### src/rtl/rowlatch_pkg.sv
package rowlatch_pkg;
  localparam int CSR_PROG_BIT  = 0;
  localparam int CSR_LATCH_BIT = 1;

  function automatic logic [7:0] csr_word(input logic latch_en, input logic busy);
    logic [7:0] w;
    w = '0;
    w[CSR_LATCH_BIT] = latch_en;
    w[CSR_PROG_BIT]  = busy;
    return w;
  endfunction

  function automatic logic start_ok(input logic wr_prog, input logic wr_latch,
                                    input logic latch_en, input logic any_buffered);
    return wr_prog & wr_latch & latch_en & any_buffered;
  endfunction
endpackage

### src/rtl/rl_row_latch.sv
module rl_row_latch #(
  parameter int DATA_W    = 8,
  parameter int ROW_BYTES = 32,
  parameter int ROW_W     = 2,
  parameter int OFF_W     = 5
) (
  input  logic                               clk,
  input  logic                               rst_n,
  input  logic                               wr_en,
  input  logic [ROW_W-1:0]                   wr_row,
  input  logic [OFF_W-1:0]                   wr_off,
  input  logic [DATA_W-1:0]                  wr_data,
  input  logic                               clear,
  output logic [ROW_BYTES-1:0]               flags,
  output logic [ROW_BYTES-1:0][DATA_W-1:0]   data,
  output logic [ROW_W-1:0]                   row_q,
  output logic                               any_flag,
  output logic                               accept
);
  assign any_flag = |flags;
  assign accept   = wr_en & (~any_flag | (wr_row == row_q));

  always_ff @(posedge clk or negedge rst_n) begin
    if (!rst_n) begin
      flags <= '0;
      row_q <= '0;
    end else if (clear) begin
      flags <= '0;
    end else if (accept) begin
      flags[wr_off] <= 1'b1;
      if (!any_flag) row_q <= wr_row;
    end
  end

  always_ff @(posedge clk or negedge rst_n) begin
    if (!rst_n) data <= '0;
    else if (accept && !clear) data[wr_off] <= wr_data;
  end
endmodule

### src/rtl/rl_prog_seq.sv
module rl_prog_seq #(
  parameter int PROG_CYCLES = 200
) (
  input  logic clk,
  input  logic rst_n,
  input  logic start,
  output logic busy,
  output logic done
);
  localparam int CNT_W = $clog2(PROG_CYCLES + 1);
  logic [CNT_W-1:0] remain;

  assign done = busy & (remain == '0);

  always_ff @(posedge clk or negedge rst_n) begin
    if (!rst_n) begin
      busy   <= 1'b0;
      remain <= '0;
    end else if (!busy) begin
      if (start) begin
        busy   <= 1'b1;
        remain <= CNT_W'(PROG_CYCLES - 1);
      end
    end else if (done) begin
      busy <= 1'b0;
    end else begin
      remain <= remain - 1'b1;
    end
  end
endmodule

### src/rtl/rl_cell_array.sv
module rl_cell_array #(
  parameter int DATA_W    = 8,
  parameter int ROW_BYTES = 32,
  parameter int ROW_W     = 2,
  parameter int ADDR_W    = 7
) (
  input  logic                             clk,
  input  logic                             rst_n,
  input  logic                             commit,
  input  logic [ROW_W-1:0]                 commit_row,
  input  logic [ROW_BYTES-1:0]             flags,
  input  logic [ROW_BYTES-1:0][DATA_W-1:0] data,
  input  logic [ADDR_W-1:0]                rd_addr,
  output logic [DATA_W-1:0]                rd_data
);
  localparam int ROWS  = 1 << ROW_W;
  localparam int WORDS = ROWS * ROW_BYTES;

  logic [DATA_W-1:0] words [WORDS];

  for (genvar r = 0; r < ROWS; r++) begin : g_row
    localparam logic [ROW_W-1:0] RID = ROW_W'(r);
    logic row_sel;
    assign row_sel = commit & (commit_row == RID);
    for (genvar b = 0; b < ROW_BYTES; b++) begin : g_byte
      logic [DATA_W-1:0] q;
      always_ff @(posedge clk or negedge rst_n) begin
        if (!rst_n) q <= '0;
        else if (row_sel && flags[b]) q <= data[b];
      end
      assign words[r*ROW_BYTES + b] = q;
    end
  end

  assign rd_data = words[rd_addr];
endmodule

### src/rtl/rowlatch_eectl.sv
module rowlatch_eectl #(
  parameter int DATA_W      = 8,
  parameter int ADDR_W      = 7,
  parameter int ROW_BYTES   = 32,
  parameter int PROG_CYCLES = 200
) (
  input  logic              clk,
  input  logic              rst_n,
  input  logic              csr_we,
  input  logic [7:0]        csr_wdata,
  output logic [7:0]        csr_rdata,
  input  logic              mem_we,
  input  logic [ADDR_W-1:0] mem_addr,
  input  logic [DATA_W-1:0] mem_wdata,
  output logic [DATA_W-1:0] mem_rdata
);
  import rowlatch_pkg::*;

  localparam int OFF_W = $clog2(ROW_BYTES);
  localparam int ROW_W = ADDR_W - OFF_W;

  logic                             le_q;
  logic                             busy;
  logic                             done;
  logic                             start;
  logic                             csr_ok;
  logic                             lat_wr;
  logic                             lat_clr;
  logic                             lat_accept;
  logic                             any_flag;
  logic [ROW_W-1:0]                 row_q;
  logic [ROW_BYTES-1:0]             flags;
  logic [ROW_BYTES-1:0][DATA_W-1:0] lat_data;
  logic [DATA_W-1:0]                cell_rd;

  assign csr_ok  = csr_we & ~busy;
  assign start   = csr_ok & start_ok(csr_wdata[CSR_PROG_BIT], csr_wdata[CSR_LATCH_BIT],
                                     le_q, any_flag);
  assign lat_wr  = mem_we & le_q & ~busy;
  assign lat_clr = done | (csr_ok & ~csr_wdata[CSR_LATCH_BIT]);

  always_ff @(posedge clk or negedge rst_n) begin
    if (!rst_n)      le_q <= 1'b0;
    else if (done)   le_q <= 1'b0;
    else if (csr_ok) le_q <= csr_wdata[CSR_LATCH_BIT];
  end

  rl_row_latch #(
    .DATA_W(DATA_W), .ROW_BYTES(ROW_BYTES), .ROW_W(ROW_W), .OFF_W(OFF_W)
  ) u_latch (
    .clk(clk), .rst_n(rst_n),
    .wr_en(lat_wr),
    .wr_row(mem_addr[ADDR_W-1:OFF_W]),
    .wr_off(mem_addr[OFF_W-1:0]),
    .wr_data(mem_wdata),
    .clear(lat_clr),
    .flags(flags), .data(lat_data), .row_q(row_q),
    .any_flag(any_flag), .accept(lat_accept)
  );

  rl_prog_seq #(.PROG_CYCLES(PROG_CYCLES)) u_seq (
    .clk(clk), .rst_n(rst_n), .start(start), .busy(busy), .done(done)
  );

  rl_cell_array #(
    .DATA_W(DATA_W), .ROW_BYTES(ROW_BYTES), .ROW_W(ROW_W), .ADDR_W(ADDR_W)
  ) u_cells (
    .clk(clk), .rst_n(rst_n),
    .commit(done), .commit_row(row_q), .flags(flags), .data(lat_data),
    .rd_addr(mem_addr), .rd_data(cell_rd)
  );

  assign csr_rdata = csr_word(le_q, busy);
  assign mem_rdata = (le_q | busy) ? '0 : cell_rd;
endmodule

### config.mk
export PLATFORM = sky130hd
export DESIGN_NAME = rowlatch_eectl
export DESIGN_NICKNAME = d
export VERILOG_FILES = /design/src/rtl/rowlatch_pkg.sv /design/src/rtl/rl_row_latch.sv /design/src/rtl/rl_prog_seq.sv /design/src/rtl/rl_cell_array.sv /design/src/rtl/rowlatch_eectl.sv
export SDC_FILE = /design/constraint.sdc
export NUM_CORES = 2
export LEC_CHECK = 0
export BUFFER_PORTS_ARGS = -buffer_cell sky130_fd_sc_hd__buf_2
export CAP_MARGIN = 20
export CORE_MARGIN = 3
export CORE_UTILIZATION = 39
export DETAILED_ROUTE_END_ITERATION = 7
export PLACE_DENSITY = 0.62
export RECOVER_POWER = 25
export SETUP_SLACK_MARGIN = 0.1
export SLEW_MARGIN = 10
export SYNTH_ARGS = -nofsm -noshare
export SYNTH_HDL_FRONTEND = slang
export SYNTH_HIERARCHICAL = 1
export SYNTH_SLANG_ARGS = --single-unit
### constraint.sdc
create_clock -name clk -period 6.9 [get_ports clk]
set_input_delay 1.38 -clock clk [delete_from_list [all_inputs] [get_ports clk]]
set_output_delay 1.38 -clock clk [all_outputs]
set_load 0.005 [all_outputs]
Word level (Yosys, flattened, before mapping)
Cells that the tools add are included.
{ "totals": {"word_cells": 355, "out_inout_bits": 16, "reg_bits": 1324} }
{ "op_classes": {"n_eq_ne": 5, "muxes": 19, "bitwise_logic": 23, "n_lt_le_gt_ge": 3, "reduce_logical": 139, "add_sub_neg": 1} }
{ "ops": {"columns": ["operator", "n"], "rows": [
  ["$bwmux W256", 1],
  ["$logic_and A1 B1 Y1", 130],
  ["$mux W32", 2],
  ["$bmux W8 S7", 1],
  ["$mux W8", 7],
  ["$demux W8 S5", 1],
  ["$or A32 B32 Y32", 1],
  ["$reduce_or A32 Y1", 1],
  ["$and A1 B1 Y1", 14],
  ["$ge A8 B8 Y1 const B", 1],
  ["$logic_not A8 Y1", 1],
  ["$not A7 Y8", 1],
  ["$sub A8 B1 Y8 const B", 1],
  ["$lt A5 B6 Y1 const B", 1],
  ["$mux W1", 6],
  ["$reduce_bool A2 Y1", 3],
  ["$demux W1 S5", 1],
  ["$ge A5 B1 Y1 const B", 1],
  ["$eq A2 B2 Y1 const B", 2],
  ["$not A1 Y1", 4],
  ["$or A1 B1 Y1", 3],
  ["$reduce_and A3 Y1", 1],
  ["$eq A2 B1 Y1 const B", 1],
  ["$eq A2 B2 Y1", 1],
  ["4 further kinds", 4]
]} }

Longest topological paths before layout
{ "logic_depth": {"word_depth": 7, "mapped_depth": 13, "mapped_depth_nobuf": 11} }

By module
The synthesis kept the hierarchy.
{ "modules_own_cells": {"columns": ["module", "seq_area_each_um2", "area_each_um2", "cells_per_inst", "n_inst"], "rows": [
  ["rl_cell_array", 25624.6, 45906.5, 2647, 1],
  ["rl_row_latch", 7257.0, 11466.0, 716, 1],
  ["rl_prog_seq", 225.2, 514.2, 50, 1],
  ["rowlatch_eectl", 25.0, 198.9, 28, 1]
]} }

Worst setup path before layout
No wires, ideal clock.
{ "synth_path": {"path_type": "input -> output", "startpoint": "input port mem_addr[0]", "endpoint": "output port mem_rdata[0]", "path_stages": 7, "required_ps": 5520, "t_arrival_ps": 3897, "path_slack_ps": 1623, "cell_sequence": "clkbuf_1 clkbuf_1 mux4_2 mux4_2 mux4_2 mux2_2 and2_1"} }
{ "synth_between": {"elab_chain_cells": 5} }
{ "synth_lines": {"columns": ["item", "line_no", "source"], "rows": [
  ["start, declared", "rowlatch_eectl.sv:13", "input logic [ADDR_W-1:0] mem_addr,"],
  ["$not A7 Y8 (not written as such)", "rl_cell_array.sv:35", "assign rd_data = words[rd_addr];"],
  ["$bmux W8 S7", "rl_cell_array.sv:35", null],
  ["$mux W8 (not written as such) (2 in series)", "rl_cell_array.sv:35", null],
  ["named net cell_rd[0]", "rowlatch_eectl.sv:34", "logic [DATA_W-1:0] cell_rd;"],
  ["$mux W8", "rowlatch_eectl.sv:74", "assign mem_rdata = (le_q | busy) ? '0 : cell_rd;"],
  ["end, declared", "rowlatch_eectl.sv:15", "output logic [DATA_W-1:0] mem_rdata"]
]} }
The timed path passes the listed nets, and every way through them passes these cells. The select of a mux whose other input is x is not followed.

Final worst setup path
{ "layout_path": {"startpoint": "input port mem_addr[0]", "endpoint": "output port mem_rdata[6]"} }
Same word-level chain as after synthesis.

==> flow_summary.toml <==
[drt]
top_layer = "met5"
ant_nets = 0
wl_um = 162000
dr.pass1.iters = 5
drtIter0Drc = 2153
via_per_inst = 5.663
wl_met3_um = 9645
wl_per_cell_um = 29.29
via_count = 31320
drc_errors = 0
met2_length_um = 74090
drt-met1-wl_um = 73710

[final_layout]
multi_input_area_um2 = 24030
fill_cells = 12940
post-route-util = 0.4448
final_area_um2 = 65300
fin_nets = 3523
drive_above_1_share = 0.5439
area.growth.synth_to_final_pct = 12.42
seqCellArea_um2 = 33130
instances_no_fill = 5531

[clock_tree]
clock-sinks = 1324
cts_resized = 0
htree_levels = 4
cts_tree = "yes"
numCtsBuffers = 144
hold_buffers = 0
root_buffer = "clkbuf_16"
clockBufferDepth = 3
clk_pin_slew_ps = 60
post_cts_buffers = 0
clk_latency_ps = 770

[status]
outcome = "finished, violations left"
violations = "capacitance limit, slew limit"

[timing]
fin_ws_ps = 747.0
grt_setup_unrepaired = "false"
fin_skew_ps = 26.89
fin_crit_ps = 6153
finalMaxSlewViolations = 752
slew_headroom = -1.865
min_period_over_period = 0.8917
fmax_ghz = 0.1625
timing.hold.ws_ps = 490.5
finalHoldViolations = 0
setup-tns-final_ps = 0
setup_violations = 0
worst_slew_pin_slew_ps = 4297

[global_route]
grt_pass1_wl_um = 233800
antenna_found_initial = 25
track_usage = 0.2130
grt_max_degree = 174
grt_pass1_vias = 32490
grt_overflow = 0

[power_and_ir_drop]
p_sw_frac = 0.2449
power_frac_seq = 0.485
vdd_ir_drop_max_v = 0.0002653
p_total_mw = 17.83
p_int_mw = 13.46
combPwrFrac = 0.070
clockPowerShare = 0.445
p_sw_mw = 4.366
leakagePower_nw = 31.43
p_per_area_nw_per_um2 = 273.1

[worst_setup_path]
cp_max_fo = 56
startpoint = "mem_addr[0]"
timing.rr.start = "u_seq/remain[0]"
cp.required_ps = 5520
worst_ep_arrival_time_ps = 4770
path_class = "in -> out"
end_kind = "output port"
start_kind = "primary input"

[floorplanning]
row_count = 140
die_y_um = 391.9
die_area_um2 = 153600
die_x_um = 391.9
num_io_pins = 43
coreArea_um2 = 146800
start_util = 0.3957

[yosys]
netlist_instances = 3440
avgSynthCellArea_um2 = 16.88
yosysWarnings = 6
netlist_area_um2 = 58080

[place]
dpl-instance-area_um2 = 60450
port_buffers = 30
gp_congestion = 0.8433
dp_worst_setup_slack_ps = 701.1
dp.cells = 5264
place_hpwl_um = 106100

[worst_hold_path]
hp-start = "u_seq/remain[0]"
worst_hold_path_type = "reg -> reg"

[job]
cap_violations = 9
critical path, stage by stage:
cell	delay, ps
buf_8	560
buf_4	420
mux4_2	600
mux4_2	570
mux4_2	490
mux2_2	280
and2_1	230
buf_2	160
layer usage:
layer / track usage / up-vias
met5: 0.007337 / -
met4: 0.06381 / 2
met3: 0.03791 / 221
met2: 0.3246 / 722
met1: 0.3113 / 17360
li1: - / 13010
placed cells by master (no fill, tap or decap), types with 5 or more instances in the layout:
cell / instances
clkbuf_1: 42
clkbuf_8: 25
buf_4: 19
nand3_4: 19
mux2_2: 1275
nand2_1: 102
buf_12: 16
and3_2: 6
a21o_1: 6
mux4_2: 336
diode_2: 14
dfrtp_1: 1324
nand3_2: 8
mux2_4: 8
mux2_1: 7
conb_1: 6
clkinv_2: 20
bufinv_16: 13
clkbuf_16: 154
buf_2: 25
o21ai_0: 27
and2_1: 42
nor2_1: 10
nor4_1: 5
inv_1: 33
power groups by stage:
stage                     Clock, mW  Sequential (mW)  Combinational, mW
after CTS                      8.13             8.65               1.25
after global routing           8.44             8.72               1.34
after detailed placement          0             8.79               1.25
after global placement            0             8.78               1.22
after floorplan                   0             8.59              0.922
final                          7.94             8.64               1.24
registers in the layout (all words and copies together) (netlist names):
name	count
u_latch/flags	32
u_seq/busy	1
u_latch/row_q	2
u_seq/remain	8
le_q	1
u_cells/g_row.g_byte.q	1024
u_latch/data	256
cell type report:
class                   instances  share of cell area
clock inverters                39            0.008393
flip-flops and latches       1324              0.5074
well taps                    1917             0.03673
inverters                      34            0.001955
repair buffers                 75             0.01073
diodes                         14           0.0005365
clock buffers                 213             0.06624
multi-input cells            1915              0.3680
worst paths after layout:
path	depth (start not counted)	slack, ps	to
max in group asynchronous	2	1570	u_cells/g_row[2].g_byte[7].q[6]
worst max register to register	12	2650	u_latch/data[63]
worst min-delay path	1	490	u_seq/remain[0]
worst min register to register	1	490	u_seq/remain[0]
worst max-delay path	8	750	mem_rdata[6]
min in group asynchronous	1	560	u_latch/data[191]
No activity file was read; power rests on OpenSTA's default activity.
